## config.mk

```make
export PLATFORM = sky130hd
export DESIGN_NAME = loopctr_unit
export DESIGN_NICKNAME = d
export VERILOG_FILES = /design/src/rtl/loopctr_pkg.sv /design/src/rtl/loopctr_outer.sv /design/src/rtl/loopctr_inner.sv /design/src/rtl/loopctr_insert.sv /design/src/rtl/loopctr_unit.sv
export SDC_FILE = /design/constraint.sdc
export NUM_CORES = 1
export LEC_CHECK = 0
export ABC_CLOCK_PERIOD_IN_PS = 5320
export CAP_MARGIN = 15
export CORE_UTILIZATION = 55
export DETAILED_ROUTE_END_ITERATION = 10
export DONT_BUFFER_PORTS = 1
export HOLD_SLACK_MARGIN = 0.02
export PLACE_DENSITY = 0.7
export SYNTH_ARGS = -nofsm -noshare
export SYNTH_HDL_FRONTEND = slang
export SYNTH_SLANG_ARGS = --single-unit
```

## constraint.sdc

```tcl
create_clock -name clk -period 5.32 [get_ports clk]
set_input_delay 1.064 -clock clk [delete_from_list [all_inputs] [get_ports clk]]
set_output_delay 1.064 -clock clk [all_outputs]
set_load 0.1 [all_outputs]
```

## src/rtl/loopctr_pkg.sv

```systemverilog
package loopctr_pkg;
  localparam int OP_W = 3;
  typedef enum logic [OP_W-1:0] {
    OP_IDLE  = 3'd0,
    OP_OLOAD = 3'd1,
    OP_ODEC  = 3'd2,
    OP_OREAD = 3'd3,
    OP_ILOAD = 3'd4,
    OP_IREAD = 3'd5
  } lc_op_e;
endpackage

```

## src/rtl/loopctr_outer.sv

```systemverilog
module loopctr_outer #(
  parameter int OW = 6
) (
  input  logic          clk,
  input  logic          rst_n,
  input  logic          load_req,
  input  logic          dec_req,
  input  logic          dflag,
  input  logic [OW-1:0] load_val,
  output logic [OW-1:0] count,
  output logic          zero,
  output logic          skip
);
  logic [OW-1:0] count_q, count_d;
  logic          skip_d, skip_q;
  logic          empty;

  // zero flag is decoded from the counter, never stored on its own
  assign empty = (count_q == '0);

  always_comb begin
    count_d = count_q;
    skip_d  = 1'b0;
    if (load_req) begin
      if (empty) count_d = load_val;
      else       skip_d  = 1'b1;
    end else if (dec_req) begin
      if (dflag)       skip_d  = 1'b1;
      else if (!empty) count_d = count_q - OW'(1);
    end
  end

  always_ff @(posedge clk or negedge rst_n) begin
    if (!rst_n) begin
      count_q <= '0;
      skip_q  <= 1'b0;
    end else begin
      count_q <= count_d;
      skip_q  <= skip_d;
    end
  end

  assign count = count_q;
  assign zero  = empty;
  assign skip  = skip_q;
endmodule

```

## src/rtl/loopctr_inner.sv

```systemverilog
module loopctr_inner #(
  parameter int IW = 6
) (
  input  logic          clk,
  input  logic          rst_n,
  input  logic          load_req,
  input  logic [IW-1:0] load_val,
  output logic [IW-1:0] count
);
  logic [IW-1:0] count_q;

  always_ff @(posedge clk or negedge rst_n) begin
    if (!rst_n)        count_q <= '0;
    else if (load_req) count_q <= load_val;
  end

  assign count = count_q;
endmodule

```

## src/rtl/loopctr_insert.sv

```systemverilog
module loopctr_insert #(
  parameter int DW = 37,
  parameter int OW = 6,
  parameter int IW = 6
) (
  input  logic          clk,
  input  logic          rst_n,
  input  logic          sel_outer,
  input  logic          sel_inner,
  input  logic [DW-1:0] word_in,
  input  logic [OW-1:0] ocount,
  input  logic [IW-1:0] icount,
  output logic [DW-1:0] word_out,
  output logic          word_vld
);
  logic [DW-1:0] merged;
  logic [DW-1:0] word_q;
  logic          vld_q;

  for (genvar b = 0; b < DW; b++) begin : g_bit
    logic from_o, from_i;
    if (b < OW) begin : g_o
      assign from_o = sel_outer;
    end else begin : g_no
      assign from_o = 1'b0;
    end
    if (b < IW) begin : g_i
      assign from_i = sel_inner;
    end else begin : g_ni
      assign from_i = 1'b0;
    end
    if (b < OW && b < IW) begin : g_both
      assign merged[b] = from_o ? ocount[b] : (from_i ? icount[b] : word_in[b]);
    end else if (b < OW) begin : g_oonly
      assign merged[b] = from_o ? ocount[b] : word_in[b];
    end else if (b < IW) begin : g_ionly
      assign merged[b] = from_i ? icount[b] : word_in[b];
    end else begin : g_pass
      assign merged[b] = word_in[b];
    end
  end

  always_ff @(posedge clk or negedge rst_n) begin
    if (!rst_n) begin
      word_q <= '0;
      vld_q  <= 1'b0;
    end else begin
      vld_q <= sel_outer | sel_inner;
      if (sel_outer | sel_inner) word_q <= merged;
    end
  end

  assign word_out = word_q;
  assign word_vld = vld_q;
endmodule

```

## src/rtl/loopctr_unit.sv

```systemverilog
module loopctr_unit
  import loopctr_pkg::*;
#(
  parameter int DW = 37,
  parameter int OW = 6,
  parameter int IW = 6
) (
  input  logic                            clk,
  input  logic                            rst_n,
  input  logic                            cmd_vld,
  input  logic [2:0]                      cmd_op,
  input  logic [((OW > IW) ? OW : IW)-1:0] cmd_val,
  input  logic                            dflag,
  output logic                            skip_pulse,
  output logic                            zero_flag,
  output logic [OW-1:0]                   octr_out,
  output logic [IW-1:0]                   ictr_out,
  input  logic [DW-1:0]                   latch_in,
  output logic [DW-1:0]                   latch_out,
  output logic                            latch_vld
);
  logic do_oload, do_odec, do_oread, do_iload, do_iread;

  always_comb begin
    do_oload = cmd_vld && (cmd_op == OP_OLOAD);
    do_odec  = cmd_vld && (cmd_op == OP_ODEC);
    do_oread = cmd_vld && (cmd_op == OP_OREAD);
    do_iload = cmd_vld && (cmd_op == OP_ILOAD);
    do_iread = cmd_vld && (cmd_op == OP_IREAD);
  end

  loopctr_outer #(.OW(OW)) outer_i (
    .clk(clk), .rst_n(rst_n), .load_req(do_oload), .dec_req(do_odec),
    .dflag(dflag), .load_val(cmd_val[OW-1:0]), .count(octr_out),
    .zero(zero_flag), .skip(skip_pulse)
  );

  loopctr_inner #(.IW(IW)) inner_i (
    .clk(clk), .rst_n(rst_n), .load_req(do_iload),
    .load_val(cmd_val[IW-1:0]), .count(ictr_out)
  );

  loopctr_insert #(.DW(DW), .OW(OW), .IW(IW)) insert_i (
    .clk(clk), .rst_n(rst_n), .sel_outer(do_oread), .sel_inner(do_iread),
    .word_in(latch_in), .ocount(octr_out), .icount(ictr_out),
    .word_out(latch_out), .word_vld(latch_vld)
  );
endmodule

```

==> results of run 1 <==
-- flip-flops by register name (all words and copies together) (netlist names) --
register,count
insert_i.word_out,37
inner_i.count,6
outer_i.count,6
insert_i.word_vld,1
outer_i.skip,1
-- stage by stage --
| stage | std cells | utilization [%] | cell area, µm² | setup WS [ns] |
|---|---|---|---|---|
| 6_report | 213 | 61.58 | 2288 | 1.315 |
| 3_3_place_gp | 205 | 59.02 | 2193 | 1.740 |
| 2_1_floorplan | 161 | - | 2148 | 1.894 |
| 3_5_place_dp | 205 | 59.02 | 2193 | 1.666 |
| 4_1_cts | 213 | 61.58 | 2288 | 1.322 |
| 5_1_grt | 213 | 61.58 | 2288 | 1.216 |
-- how the worst min path moves through the flow --
stage                                              to  slack, ns  cells past startpoint
detailed placement       inner_i.count[4]$_DFFE_PN0P_       0.77                      0
CTS                 insert_i.word_out[24]$_DFFE_PN0P_       0.44                      0
floorplan                inner_i.count[0]$_DFFE_PN0P_       0.77                      0
global route        insert_i.word_out[26]$_DFFE_PN0P_       0.43                      0
global placement         inner_i.count[4]$_DFFE_PN0P_       0.77                      0
finish                   outer_i.count[4]$_DFFE_PN0P_       0.46                      0
-- cell type report --
cell class                      instances  share of cell area, %
Sequential cell                        51                  55.77
Clock buffer                            7                  3.773
Tap cell                               48                  2.624
Timing Repair Buffer                    1                 0.3280
Inverter                                3                 0.4921
Clock inverter                          1                 0.3827
Multi-Input combinational cell        102                  36.63
-- layer usage --
layer | vias up | share of wire [%] | GRT usage [%]
met5 | - | 0 | 0
met4 | 0 | 1.1 | 6.667
met3 | 6 | 7.4 | 5.810
met2 | 55 | 51 | 34.47
met1 | 615 | 41 | 23.99
li1 | 585 | - | -
-- synth_stat cells, types with 2 or more instances --
master / number / area share [%]
nor3_1: 3 / 0.70
mux2_2: 32 / 17
mux2_1: 5 / 2.6
nand2b_1: 2 / 0.58
nor2b_1: 3 / 0.87
clkbuf_1: 2 / 0.35
a21oi_1: 10 / 2.3
inv_1: 3 / 0.52
buf_2: 3 / 0.70
nand2_1: 4 / 0.70
dfrtp_1: 51 / 59
mux2i_1: 7 / 3.3
a211oi_1: 2 / 0.70
ha_1: 2 / 1.2
nand3_1: 4 / 0.93
nor2_1: 10 / 1.7
-- logic make-up (layout without fill, tap and decap cells) --
kind of cell    after synthesis  count (layout)  synth area share, %
flops                        51              51                59.41
compound gates               18              18                5.300
fa+ha+maj                     2               2                1.165
xor+xnor                      1               1               0.4078
simple gates                 37              37                9.494
buf+inv                       8              12                1.572
mux                          44              44                22.66
==> run_results.csv, run 1 <==
group,metric,value,unit
run_status,status,"complete, no violations",
floorplanning,dieArea,4160,µm²
critical_path,reg2regPathDepth,6,
floorplanning,fp.dieH,64.50,µm
sta,setup_viol,0,
drt,via_count,1261,
layout,multi_input_area,838.3,µm²
critical_path,cp-start-kind,"register",
cts,post_cts_buffers,0,
synth,netlist_instances,161,
critical_path,critPathMaxFanout,6,
critical_path,crit_end,"zero_flag",
global_routing,grt_pass1_vias,1274,
run,cap_violations,0,
layout,layout-drive-gt1-share,25.45,%
critical_path,rrSetupSlack,2.18,ns
critical_path,crit_cells,4,
layout,final_common_cell,"dfrtp_1",
hold_path,min_path_type,"in -> async",
global_routing,gr-usage-all-layers,20.02,%
synth,ys_seq_elements,51,
placement,gp_congestion,0.8681,
critical_path,cp_slowest_cell,"and2_1",
sta,tns,0,ns
global_routing,antenna_found_initial,0,
critical_path,startpoint,"outer_i.count[0]$_DFFE_PN0P_",
layout,antenna_cells,0,
global_routing,grt_max_degree,52,
synth,synth_warnings,0,
global_routing,grt_pass1_wl,6.154,mm
drt,wirelength,3.971,mm
sta,slew_violations,0,
sta,rsz0062_at_grt,"no",
synth,ys_seq_area_share,59.41,%
cts,clock-sinks,51,
sta,finalClockSkew,0.001417,ns
synth,synth-async-reset-ratio,100.0,%
sta,finalCriticalPeriod,4.005,ns
drt,wl_per_cell,18.64,µm
floorplanning,initial_core_util,57.81,%
drt,dr.first_iter.drc_count,60,
layout,fin_nets,216,
sta,slew_headroom,27.68,%
critical_path,r2r-start,"outer_i.count[0]$_DFFE_PN0P_",
synth,synth_ff_type,"dfrtp_1",
cts,cts_hold_buf,0,
cts,numCtsBuffers,5,
cts,cts_tree,"done",
sta,fmax,249.7,MHz
cts,cts_resized,0,
critical_path,end_kind,"output pin",
cts,clock_latency,0.29,ns
drt,avgViaCountPerCell,5.920,
synth,syn_nets,213,
cts,cts_htree_levels,2,
layout,regArea,1276,µm²
floorplanning,core,3716,µm²
sta,worstMarginPinSlew,1.077,ns
placement,dp_hpwl,2.938,mm
drt,postRouteAntennaNets,0,
synth,netlist_area,2148,µm²
sta,finalHoldViolations,0,
critical_path,arrival,2.94,ns
global_routing,grt_overflow,0,
critical_path,cp_top_family,"simple AND/OR/NAND/NOR gates",
drt,firstDrtPassIters,4,
layout,syn_to_final_growth,6.523,%
synth,ys_types,34,
synth,avgSynthCellArea,13.34,µm²
cts,path_clk_slew,0.08,ns
sta,holdWs,0.4557,ns
critical_path,crit_buf_inv,1,
cts,cts_buffer_depth,2,
drt,drc_errors,0,
critical_path,required,4.26,ns
floorplanning,num_io_pins,102,
floorplanning,die_x,64.50,µm
layout,layout_common_cells,"51 x dfrtp_1, 32 x mux2_2, 10 x nor2_1, 10 x a21oi_1, 7 x mux2i_1",
synth,synth_edf_count,0,
critical_path,critPathKind,"reg -> out",
cts,root_buffer,"clkbuf_8",
layout,fillers,306,
critical_path,r2r_end,"outer_i.count[5]$_DFFE_PN0P_",
floorplanning,rows,22,
placement,port_buffers,0,
critical_path,crit_chain,"inv_1, ha_1, nor3b_1, and2_1",
critical_path,cpPeakStageDelay,0.92,ns
sta,period_share,75.27,%
Power of run 1 is left out: the tool's default activity adds up to more than one toggle a clock period on the data nets, which glitch-free logic cannot reach.
==> run 2: changes to the inputs <==
--- a/config.mk
+++ b/config.mk
@@ -5,13 +5,13 @@
 export SDC_FILE = /design/constraint.sdc
 export NUM_CORES = 1
 export LEC_CHECK = 0
-export ABC_CLOCK_PERIOD_IN_PS = 5320
+export ABC_CLOCK_PERIOD_IN_PS = 3650
 export CAP_MARGIN = 15
 export CORE_UTILIZATION = 55
 export DETAILED_ROUTE_END_ITERATION = 10
 export DONT_BUFFER_PORTS = 1
 export HOLD_SLACK_MARGIN = 0.02
-export PLACE_DENSITY = 0.7
+export PLACE_DENSITY = 0.73
 export SYNTH_ARGS = -nofsm -noshare
 export SYNTH_HDL_FRONTEND = slang
 export SYNTH_SLANG_ARGS = --single-unit
==> constraint.sdc (replaced) <==
create_clock -name clk -period 3.65 [get_ports clk]
set_input_delay 0.73 -clock clk [delete_from_list [all_inputs] [get_ports clk]]
set_output_delay 0.73 -clock clk [all_outputs]
set_load 0.1 [all_outputs]
==> run 2 against run 1 <==
  * Worst hold slack worse by 0.35 ns
  * First-iteration DRC count increased by 33%
  * Die area stayed put
  * Routed wire length is 4.9% higher
  * Worst setup slack got worse by 0.64 ns
  * Clock-buffer cell count unchanged
  * Sequential share of layout area decreased by 1.3 points
  * Non-clock buffer count grew 7
  * Cell count is 3.3% higher
  * Register-to-register slack got worse by 0.94 ns
  * Critical path depth grew 2
  * Largest cell class unchanged
==> run_results.csv, run 2 (same netlist as run 1, synthesis figures left out) <==
group,metric,value,unit
run_status,status,"complete, no violations",
hold_path,min_path_type,"in -> async",
placement,port_buffers,0,
sta,slew_violations,0,
layout,multi_input_area,838.3,µm²
cts,cts_tree,"done",
drt,dr.first_iter.drc_count,80,
layout,largest_register_ffs,37,
sta,finalClockSkew,0.007896,ns
drt,via_count,1325,
cts,post_cts_buffers,0,
global_routing,grt_pass1_wl,6.513,mm
sta,finalHoldViolations,0,
cts,clock-sinks,51,
sta,finalCriticalPeriod,2.972,ns
drt,wirelength,4.167,mm
layout,fillers,278,
drt,firstDrtPassIters,4,
sta,fmax,336.4,MHz
critical_path,reg2regPathDepth,7,
cts,numCtsBuffers,5,
layout,fin_nets,223,
critical_path,required,2.92,ns
global_routing,grt_pass1_vias,1380,
layout,layout_common_cells,"51 x dfrtp_1, 32 x mux2_2, 10 x nor2_1, 10 x a21oi_1, 8 x buf_4",
critical_path,r2r_end,"outer_i.count[0]$_DFFE_PN0P_",
critical_path,end_kind,"output pin",
global_routing,grt_max_degree,52,
sta,setup_viol,0,
floorplanning,dieArea,4160,µm²
critical_path,r2r-start,"outer_i.count[1]$_DFFE_PN0P_",
layout,antenna_cells,0,
cts,clock_latency,0.30,ns
floorplanning,fp.dieH,64.50,µm
global_routing,antenna_found_initial,0,
sta,period_share,81.44,%
global_routing,gr-usage-all-layers,21.38,%
floorplanning,num_io_pins,102,
layout,regArea,1276,µm²
cts,cts_hold_buf,0,
floorplanning,rows,22,
layout,fin_cells,220,
floorplanning,core,3716,µm²
cts,cts_buffer_depth,2,
floorplanning,die_x,64.50,µm
drt,drc_errors,0,
cts,path_clk_slew,0.09,ns
floorplanning,initial_core_util,57.81,%
sta,worstMarginPinSlew,0.9320,ns
layout,final_common_cell,"dfrtp_1",
drt,avgViaCountPerCell,6.023,
run,cap_violations,0,
sta,tns,0,ns
critical_path,critPathMaxFanout,6,
layout,fin_util,63.00,%
placement,place_inst,212,
global_routing,grt_overflow,0,
critical_path,critPathKind,"reg -> out",
drt,wl_per_cell,18.94,µm
cts,cts_resized,0,
critical_path,rrSetupSlack,1.24,ns
layout,syn_to_final_growth,8.969,%
cts,root_buffer,"clkbuf_8",
sta,rsz0062_at_grt,"no",
placement,dp_hpwl,3.144,mm
placement,gp_congestion,0.9082,
layout,layout-drive-gt1-share,28.49,%
sta,slew_headroom,37.87,%
critical_path,cp-start-kind,"register",
cts,cts_htree_levels,2,
drt,postRouteAntennaNets,0,
critical_path,arrival,2.24,ns
-- run 2: critical path, cell delays in order, from the launching register on --
cell and delay [ns]:
dfrtp_1 0.37, buf_4 0.24, inv_1 0.12, ha_1 0.16, nor3b_1 0.50, and2_1 0.25
buf_4 0.31
-- run 2: stage by stage --
stage	instance area [µm²]	hold WS [ns]	setup slack [ns]
after floorplan	2148	0.4344	0.5577
after global placement	2246	0.4353	1.088
after detailed placement	2246	0.4355	1.049
after CTS	2341	0.1031	0.6918
after global routing	2341	0.08702	0.5787
final	2341	0.1092	0.6776
-- run 2: final cells by class --
cell class	instances	share of cell area, %
multi-input cells	102	35.81
flip-flops and latches	51	54.52
clock buffers	7	3.688
repair buffers	8	2.565
well taps	48	2.565
inverters	3	0.4810
clock inverters	1	0.3741
-- run 2: routing by layer --
| layer | track usage (%) | wire (µm) | part of all wire [%] |
|---|---|---|---|
| met5 | 0 | 0 | 0 |
| met4 | 7.500 | 51 | 1.2 |
| met3 | 8.627 | 428 | 10 |
| met2 | 35.00 | 2078 | 50 |
| met1 | 25.48 | 1608 | 39 |
-- run 2: worst max path at each step --
| stage | start | to | slack [ns] | depth (start not counted) |
|---|---|---|---|---|
| after floorplan | outer_i.count[0]$_DFFE_PN0P_ | zero_flag | 0.56 | 4 |
| after global placement | outer_i.count[1]$_DFFE_PN0P_ | zero_flag | 1.09 | 6 |
| after detailed placement | outer_i.count[1]$_DFFE_PN0P_ | zero_flag | 1.05 | 6 |
| after CTS | outer_i.count[1]$_DFFE_PN0P_ | zero_flag | 0.69 | 6 |
| after global routing | outer_i.count[1]$_DFFE_PN0P_ | zero_flag | 0.58 | 6 |
| final | outer_i.count[1]$_DFFE_PN0P_ | zero_flag | 0.68 | 6 |
Power of run 2 is left out for the same reason.
